===== src/rtl/psbe_pkg.sv =====
package psbe_pkg;

  localparam int BEAT_IDX_W = 6;
  localparam int PHASE_W    = BEAT_IDX_W + 1;
  localparam int TFIELD_W   = 4;

  typedef enum logic [2:0] {
    ST_IDLE,
    ST_ADDR,
    ST_LAT,
    ST_DATA,
    ST_RHOLD,
    ST_WSET,
    ST_WHOLD,
    ST_GAP
  } psbe_state_e;

  typedef struct packed {
    logic [2:0]          burst_code;
    logic [TFIELD_W-1:0] latency;
    logic [TFIELD_W-1:0] rd_cycle;
    logic [TFIELD_W-1:0] rd_hold;
    logic [TFIELD_W-1:0] cs_gap;
    logic [TFIELD_W-1:0] wr_setup;
    logic [TFIELD_W-1:0] wr_hold;
  } psbe_timing_t;

  // Beat count minus one for a burst code; the reserved code falls back to one beat.
  function automatic logic [PHASE_W-1:0] beats_minus_one(input logic [2:0] code);
    logic [PHASE_W-1:0] r;
    if (code == 3'd7) r = '0;
    else              r = (PHASE_W'(1) << code) - PHASE_W'(1);
    return r;
  endfunction

endpackage


===== src/rtl/psbe_countdown.sv =====
module psbe_countdown #(
  parameter int W = 4
) (
  input  logic         clk,
  input  logic         rst_n,
  input  logic         load,
  input  logic [W-1:0] load_val,
  output logic         zero
);

  logic [W-1:0] cnt;

  always_ff @(posedge clk) begin
    if (!rst_n)          cnt <= '0;
    else if (load)       cnt <= load_val;
    else if (cnt != '0)  cnt <= cnt - W'(1);
  end

  assign zero = (cnt == '0);

  // Once empty, the counter stays empty until reloaded.
  zero_sticky_chk: assert property (@(posedge clk) disable iff (!rst_n)
    zero && !load |=> zero);

endmodule


===== src/rtl/psbe_beat_pipe.sv =====
module psbe_beat_pipe #(
  parameter int DATA_W = 16,
  parameter int IDX_W  = 6
) (
  input  logic              clk,
  input  logic              rst_n,
  input  logic              take,
  input  logic              last_in,
  input  logic [DATA_W-1:0] din,
  output logic              rd_valid,
  output logic [DATA_W-1:0] rd_data,
  output logic [IDX_W-1:0]  rd_index,
  output logic              rd_last
);

  always_ff @(posedge clk) begin
    if (!rst_n) begin
      rd_valid <= 1'b0;
      rd_data  <= '0;
      rd_index <= '0;
      rd_last  <= 1'b0;
    end else begin
      rd_valid <= take;
      rd_last  <= take && last_in;
      if (take) begin
        rd_data  <= din;
        rd_index <= (rd_valid && !rd_last) ? rd_index + IDX_W'(1) : '0;
      end
    end
  end


  last_in_beat_chk: assert property (@(posedge clk) disable iff (!rst_n)
    rd_last |-> rd_valid);


  index_step_chk: assert property (@(posedge clk) disable iff (!rst_n)
    rd_valid && !rd_last |=> rd_valid && (rd_index == $past(rd_index) + IDX_W'(1)));

endmodule


===== src/rtl/psbe_top.sv =====
module psbe_top
  import psbe_pkg::*;
#(
  parameter int ADDR_W = 24,
  parameter int DATA_W = 16
) (
  input  logic                  clk,
  input  logic                  rst_n,
  input  logic                  req_valid,
  output logic                  req_ready,
  input  logic                  req_write,
  input  logic [ADDR_W-1:0]     req_addr,
  input  logic [DATA_W-1:0]     req_wdata,
  input  logic [2:0]            cfg_burst_code,
  input  logic [3:0]            cfg_latency,
  input  logic [3:0]            cfg_rd_cycle,
  input  logic [3:0]            cfg_rd_hold,
  input  logic [3:0]            cfg_cs_gap,
  input  logic [3:0]            cfg_wr_setup,
  input  logic [3:0]            cfg_wr_hold,
  output logic                  mem_cs_n,
  output logic                  mem_adv_n,
  output logic                  mem_we_n,
  output logic [ADDR_W-1:0]     mem_addr,
  output logic [DATA_W-1:0]     mem_dq_out,
  output logic                  mem_dq_oe,
  input  logic [DATA_W-1:0]     mem_dq_in,
  output logic                  rd_valid,
  output logic [DATA_W-1:0]     rd_data,
  output logic [BEAT_IDX_W-1:0] rd_index,
  output logic                  rd_last
);

  psbe_state_e        state, nxt;
  psbe_timing_t       acc;
  psbe_timing_t       cfg_now;
  logic               wr_q;
  logic [ADDR_W-1:0]  addr_q;
  logic [DATA_W-1:0]  wdata_q;
  logic               accept;
  logic               ph_load, ph_zero;
  logic [PHASE_W-1:0] ph_val;
  logic               cyc_zero;

  assign cfg_now = '{burst_code: cfg_burst_code, latency: cfg_latency,
                     rd_cycle: cfg_rd_cycle, rd_hold: cfg_rd_hold,
                     cs_gap: cfg_cs_gap, wr_setup: cfg_wr_setup,
                     wr_hold: cfg_wr_hold};

  assign req_ready = (state == ST_IDLE);
  assign accept    = req_ready && req_valid;

  // Request capture and timing snapshot
  always_ff @(posedge clk) begin
    if (!rst_n) begin
      acc     <= '0;
      wr_q    <= 1'b0;
      addr_q  <= '0;
      wdata_q <= '0;
    end else if (accept) begin
      acc     <= cfg_now;
      wr_q    <= req_write;
      addr_q  <= req_addr;
      wdata_q <= req_wdata;
    end
  end

  always_ff @(posedge clk) begin
    if (!rst_n) state <= ST_IDLE;
    else        state <= nxt;
  end

  // Sequencer: each phase loads the shared phase counter on entry
  always_comb begin
    nxt     = state;
    ph_load = 1'b0;
    ph_val  = '0;
    unique case (state)
      ST_IDLE: begin
        if (req_valid) nxt = ST_ADDR;
      end
      ST_ADDR: begin
        ph_load = 1'b1;
        if (wr_q) begin
          nxt    = ST_WSET;
          ph_val = PHASE_W'(acc.wr_setup);
        end else if (acc.latency != '0) begin
          nxt    = ST_LAT;
          ph_val = PHASE_W'(acc.latency - 4'd1);
        end else begin
          nxt    = ST_DATA;
          ph_val = beats_minus_one(acc.burst_code);
        end
      end
      ST_LAT: begin
        if (ph_zero) begin
          nxt     = ST_DATA;
          ph_load = 1'b1;
          ph_val  = beats_minus_one(acc.burst_code);
        end
      end
      ST_DATA: begin
        if (ph_zero) begin
          ph_load = 1'b1;
          if (acc.rd_hold == '0 && cyc_zero) begin
            nxt    = ST_GAP;
            ph_val = PHASE_W'(acc.cs_gap);
          end else begin
            nxt    = ST_RHOLD;
            ph_val = (acc.rd_hold == '0) ? '0 : PHASE_W'(acc.rd_hold - 4'd1);
          end
        end
      end
      ST_RHOLD: begin
        if (ph_zero && cyc_zero) begin
          nxt     = ST_GAP;
          ph_load = 1'b1;
          ph_val  = PHASE_W'(acc.cs_gap);
        end
      end
      ST_WSET: begin
        if (ph_zero) begin
          ph_load = 1'b1;
          if (acc.wr_hold == '0) begin
            nxt    = ST_GAP;
            ph_val = PHASE_W'(acc.cs_gap);
          end else begin
            nxt    = ST_WHOLD;
            ph_val = PHASE_W'(acc.wr_hold - 4'd1);
          end
        end
      end
      ST_WHOLD: begin
        if (ph_zero) begin
          nxt     = ST_GAP;
          ph_load = 1'b1;
          ph_val  = PHASE_W'(acc.cs_gap);
        end
      end
      ST_GAP: begin
        if (ph_zero) nxt = ST_IDLE;
      end
      default: nxt = ST_IDLE;
    endcase
  end

  psbe_countdown #(.W(PHASE_W)) u_phase (
    .clk(clk), .rst_n(rst_n), .load(ph_load), .load_val(ph_val), .zero(ph_zero)
  );

  // Minimum read chip-select time, counted from the address cycle
  psbe_countdown #(.W(TFIELD_W)) u_cycle (
    .clk(clk), .rst_n(rst_n), .load(accept), .load_val(cfg_rd_cycle), .zero(cyc_zero)
  );

  psbe_beat_pipe #(.DATA_W(DATA_W), .IDX_W(BEAT_IDX_W)) u_beats (
    .clk(clk), .rst_n(rst_n),
    .take(state == ST_DATA), .last_in(ph_zero), .din(mem_dq_in),
    .rd_valid(rd_valid), .rd_data(rd_data), .rd_index(rd_index), .rd_last(rd_last)
  );

  assign mem_cs_n   = (state == ST_IDLE) || (state == ST_GAP);
  assign mem_adv_n  = (state != ST_ADDR);
  assign mem_we_n   = (state != ST_WSET);
  assign mem_dq_oe  = (state == ST_WSET) || (state == ST_WHOLD);
  assign mem_addr   = addr_q;
  assign mem_dq_out = wdata_q;


  adv_single_chk: assert property (@(posedge clk) disable iff (!rst_n)
    !mem_adv_n |=> mem_adv_n);


  ready_idle_chk: assert property (@(posedge clk) disable iff (!rst_n)
    req_ready |-> mem_cs_n);


  we_in_cs_chk: assert property (@(posedge clk) disable iff (!rst_n)
    !mem_we_n |-> (!mem_cs_n && mem_dq_oe));


  gap_hold_chk: assert property (@(posedge clk) disable iff (!rst_n)
    $rose(mem_cs_n) |-> !req_ready);


  read_cycle_chk: assert property (@(posedge clk) disable iff (!rst_n)
    $rose(mem_cs_n) && !wr_q |-> $past(cyc_zero));

endmodule


===== config.mk =====
export PLATFORM = sky130hd
export DESIGN_NAME = psbe_top
export DESIGN_NICKNAME = d
export VERILOG_FILES = /design/src/rtl/psbe_pkg.sv /design/src/rtl/psbe_countdown.sv /design/src/rtl/psbe_beat_pipe.sv /design/src/rtl/psbe_top.sv
export SDC_FILE = /design/constraint.sdc
export NUM_CORES = 1
export LEC_CHECK = 0
export ABC_CLOCK_PERIOD_IN_PS = 2700
export BUFFER_PORTS_ARGS = -buffer_cell sky130_fd_sc_hd__buf_2
export CAP_MARGIN = 20
export CORE_AREA = 2 2 89 134
export CTS_CLUSTER_SIZE = 12
export DETAILED_ROUTE_END_ITERATION = 10
export DIE_AREA = 0 0 91 136
export MAX_ROUTING_LAYER = met4
export PLACE_DENSITY = 0.71
export SETUP_SLACK_MARGIN = 0.2
export SLEW_MARGIN = 20
export SYNTH_ARGS = -nofsm -noshare
export SYNTH_HDL_FRONTEND = slang
export SYNTH_SLANG_ARGS = --single-unit

===== constraint.sdc =====
create_clock -name clk -period 2.7 [get_ports clk]
set_input_delay 0.27 -clock clk [delete_from_list [all_inputs] [get_ports clk]]
set_output_delay 0.27 -clock clk [all_outputs]
set_load 0.005 [all_outputs]

==> impl_metrics.tcl <==
set metrics [dict create \
    synthCells 605 \
    drt_iter0_markers 176 \
    rrSetupSlack_ns 0.44 \
    fin_total_pwr_w 0.00567 \
    cts_max_level 3 \
    start_util 0.438 \
    crit_family "compound AO/OA/AOI/OAI gates" \
    regArea_um2 2040 \
    postSynth.asyncResetShare 0 \
    clkTransAtPathRegs_ns 0.08 \
    period_needed_ns 2.26 \
    core-area_um2 11300 \
    synth_area_um2 4950 \
    gp_congestion 0.945 \
    rsz0062_at_grt "no" \
    crit_required_ns 2.90 \
    r2r_start "u_phase.cnt[2]$_SDFFE_PN0P_" \
    finalCritPeriodShare 0.836 \
    p_sw_w 0.00216 \
    hold_start "req_addr[12]" \
    p_int_w 0.00351 \
    ys_ff_latch 102 \
    die-area_um2 12400 \
    drv_cap 0 \
    synth_ff_type "dfxtp_1" \
    critPathKind "reg -> reg" \
    multi_input_area_um2 2620 \
    cts_buffers 9 \
    syn_nets 701 \
    worstHoldEndpoint "mem_addr[12]$_SDFFE_PN0P_" \
    netSwitchingFraction 0.381 \
    p_leak_nw 2.62 \
    io_pins 156 \
    crit_path_cell_trace "nor4_4, nand2_2, a221o_1, a2111oi_4, a221oi_2" \
    synth_seq_area_share 0.413 \
    wl_per_cell_um 13.6 \
    critPathCaptureType "flop" \
    cts_buffer_depth 2 \
    r2r_end "u_phase.cnt[3]$_SDFFE_PN0P_" \
    finalMaxSlewViolations 0 \
    post_cts_buffers 0 \
    start_kind "flop" \
    antenna_found_initial 0 \
    vias 4543 \
    finClkSkew_ns 0.00954 \
    drive_gt1_frac 0.265 \
    max_clock_freq_mhz 443 \
    outcome "complete, no violations" \
    ir_drop_mv 0.445 \
    hold_violations 0 \
    pwr-share-comb 0.388 \
    use_met3 0.0305 \
    yosysWarnings 0 \
    met1_usage 0.237 \
    max_slew_margin 0.481 \
    fillers 1138 \
    setup_viol_count_final 0 \
    grt_use_met2 0.337 \
    grt_overflow 0 \
    grt_pass1_wl_mm 19.8 \
    synth_area_per_cell_um2 8.18 \
    gr-max-usage-layer "met2" \
    drt-vias-per-instance 5.09 \
    cts_hold_buf 0 \
    slowest_stage "a221o_1" \
    crit_fanout 12 \
    drc 0 \
    cts_tree "built" \
    grt_start_max_net_pins 70 \
    cp_num_buf_inv 0 \
    die_h_um 136 \
    hp-class "in -> reg" \
    rr_worst_depth 5 \
    p_seq_frac 0.376 \
    cts_resized 0 \
    antenna_cells 0 \
    final_util 0.538 \
    synth_edf_count 0 \
    tns_ns 0 \
    clk_latency_ns 0.35 \
    fp.dieW_um 91 \
    portBuffers 155 \
    critPathArrivalTime_ns 2.46 \
    grt_pass1_vias 4340 \
    area_delta_synth_final_pct 22.6 \
    drt-pass1-iter-count 6 \
    globalRouteTotalUtil 0.201 \
    min_path_cells 3 \
    pwr-share-clk 0.236 \
    ant_nets 0 \
    cpPeakStageDelay_ns 0.57 \
    clock-sinks 102 \
    ys_types 69 \
    hpwl_mm 9.09 \
    power_density_nw_per_um2 935 \
    cts-root-buf "clkbuf_16" \
    num_rows 48 \
    worst_pin_slew_ns 0.778 \
    nNetsFinal 833 \
    wl_mm 12.1 \
]
-- cell families (layout without fill, tap and decap cells) --
logic type	count (synthesis)	in the layout	synth area share
flops	102	102	0.413
buf+inv	57	194	0.0591
xor+xnor	13	13	0.0230
mux	1	1	0.00227
fa+ha+maj	9	9	0.0228
compound gates	159	159	0.240
simple gates	264	264	0.240
-- through the flow --
step	hold WS, ns	instance area (µm²)	setup WS, ns	std cells
3_5_place_dp	0.444	5750	0.474	876
2_1_floorplan	0.405	4950	0.751	605
6_report	0.149	6070	0.442	892
5_1_grt	0.150	6070	0.269	892
4_1_cts	0.139	6070	0.461	892
3_3_place_gp	0.438	5750	0.506	876
-- sequential cells by signal (all words and copies together), names as in the netlist --
signal,count
u_beats.rd_valid,1
mem_addr,24
u_beats.rd_index,6
u_beats.rd_last,1
wr_q,1
mem_dq_out,16
u_beats.rd_data,16
state,3
u_cycle.cnt,4
u_phase.cnt,7
acc,23
-- synth_stat cells, drive strengths merged (2+ instances only) --
cell type  instances  area, µm²
nand2            191        722
dfxtp            102       2040
a21boi            87        653
clkbuf            29        119
o21ai             21        105
inv               15       56.3
nor2              14       52.6
buf               12       85.1
a21oi             11       55.1
nor3              10       55.1
ha                 9        113
nand3              9       45.0
nor2b              7       43.8
xor2               7       61.3
and2               6       40.0
xnor2              6       52.6
a31oi              5       31.3
nor3b              5       48.8
o31ai              5       37.5
or3                5       32.5
nand2b             4       25.0
a211o              3       26.3
a211oi             3       22.5
nand4              3       18.8
a2111oi            2       36.3
a22o               2       18.8
and2b              2       17.5
and3               2       12.5
nor4               2       27.5
o21a               2       15.0
o311ai             2       17.5
-- worst reg2reg max path, cell delays in order, from the launching register on --
cell and delay (ns):
dfxtp_1 0.36, nor4_4 0.45, nand2_2 0.27, a221o_1 0.57
a2111oi_4 0.35, a221oi_2 0.11
-- how the worst max path moves through the flow --
stage	startpoint	slack (ns)	endpoint	cells after the start
3_3_place_gp	u_phase.cnt[2]$_SDFFE_PN0P_	0.51	u_phase.cnt[3]$_SDFFE_PN0P_	5
3_5_place_dp	u_phase.cnt[2]$_SDFFE_PN0P_	0.47	u_phase.cnt[3]$_SDFFE_PN0P_	5
2_1_floorplan	acc[0]$_SDFFE_PN0P_	0.75	u_phase.cnt[3]$_SDFFE_PN0P_	7
6_report	u_phase.cnt[2]$_SDFFE_PN0P_	0.44	u_phase.cnt[3]$_SDFFE_PN0P_	5
5_1_grt	u_cycle.cnt[1]$_SDFFE_PN0P_	0.27	u_phase.cnt[3]$_SDFFE_PN0P_	7
4_1_cts	u_phase.cnt[2]$_SDFFE_PN0P_	0.46	u_phase.cnt[3]$_SDFFE_PN0P_	5
-- metal layers --
| metal | vias to the layer above | wire, µm |
|---|---|---|
| met3 | 29 | 512 |
| met5 | - | 0 |
| met2 | 135 | 6010 |
| met4 | 0 | 378 |
| met1 | 2074 | 5200 |
| li1 | 2305 | - |
-- power by group through the flow --
stage | Combinational [W] | Clock (W) | Sequential (W)
global route | 0.00250 | 0.00143 | 0.00219
floorplan | 0.00174 | 0 | 0.00204
detailed placement | 0.00221 | 0 | 0.00217
finish | 0.00220 | 0.00134 | 0.00213
global placement | 0.00216 | 0 | 0.00215
CTS | 0.00222 | 0.00138 | 0.00213
-- cell type report --
cell class,instances,share of cell area
clock buffers,9,0.0371
well taps,150,0.0309
repair buffers,163,0.140
clock inverters,7,0.0150
multi-input cells,446,0.431
inverters,15,0.00928
flip-flops and latches,102,0.336
-- placed cells by master (no fill, tap or decap), types with 9 or more instances in the layout --
cell | netlist | final
a21boi_1 | 29 | 29
clkbuf_16 | 0 | 9
nand3_1 | 9 | 9
nor2_1 | 14 | 14
o21ai_0 | 18 | 18
dfxtp_1 | 102 | 102
nor3_1 | 9 | 9
ha_1 | 9 | 9
nand2_1 | 189 | 188
a21boi_0 | 58 | 58
inv_1 | 15 | 15
buf_2 | 5 | 155
a21oi_1 | 11 | 11
Note: power is estimated with default switching activity, not from simulation.
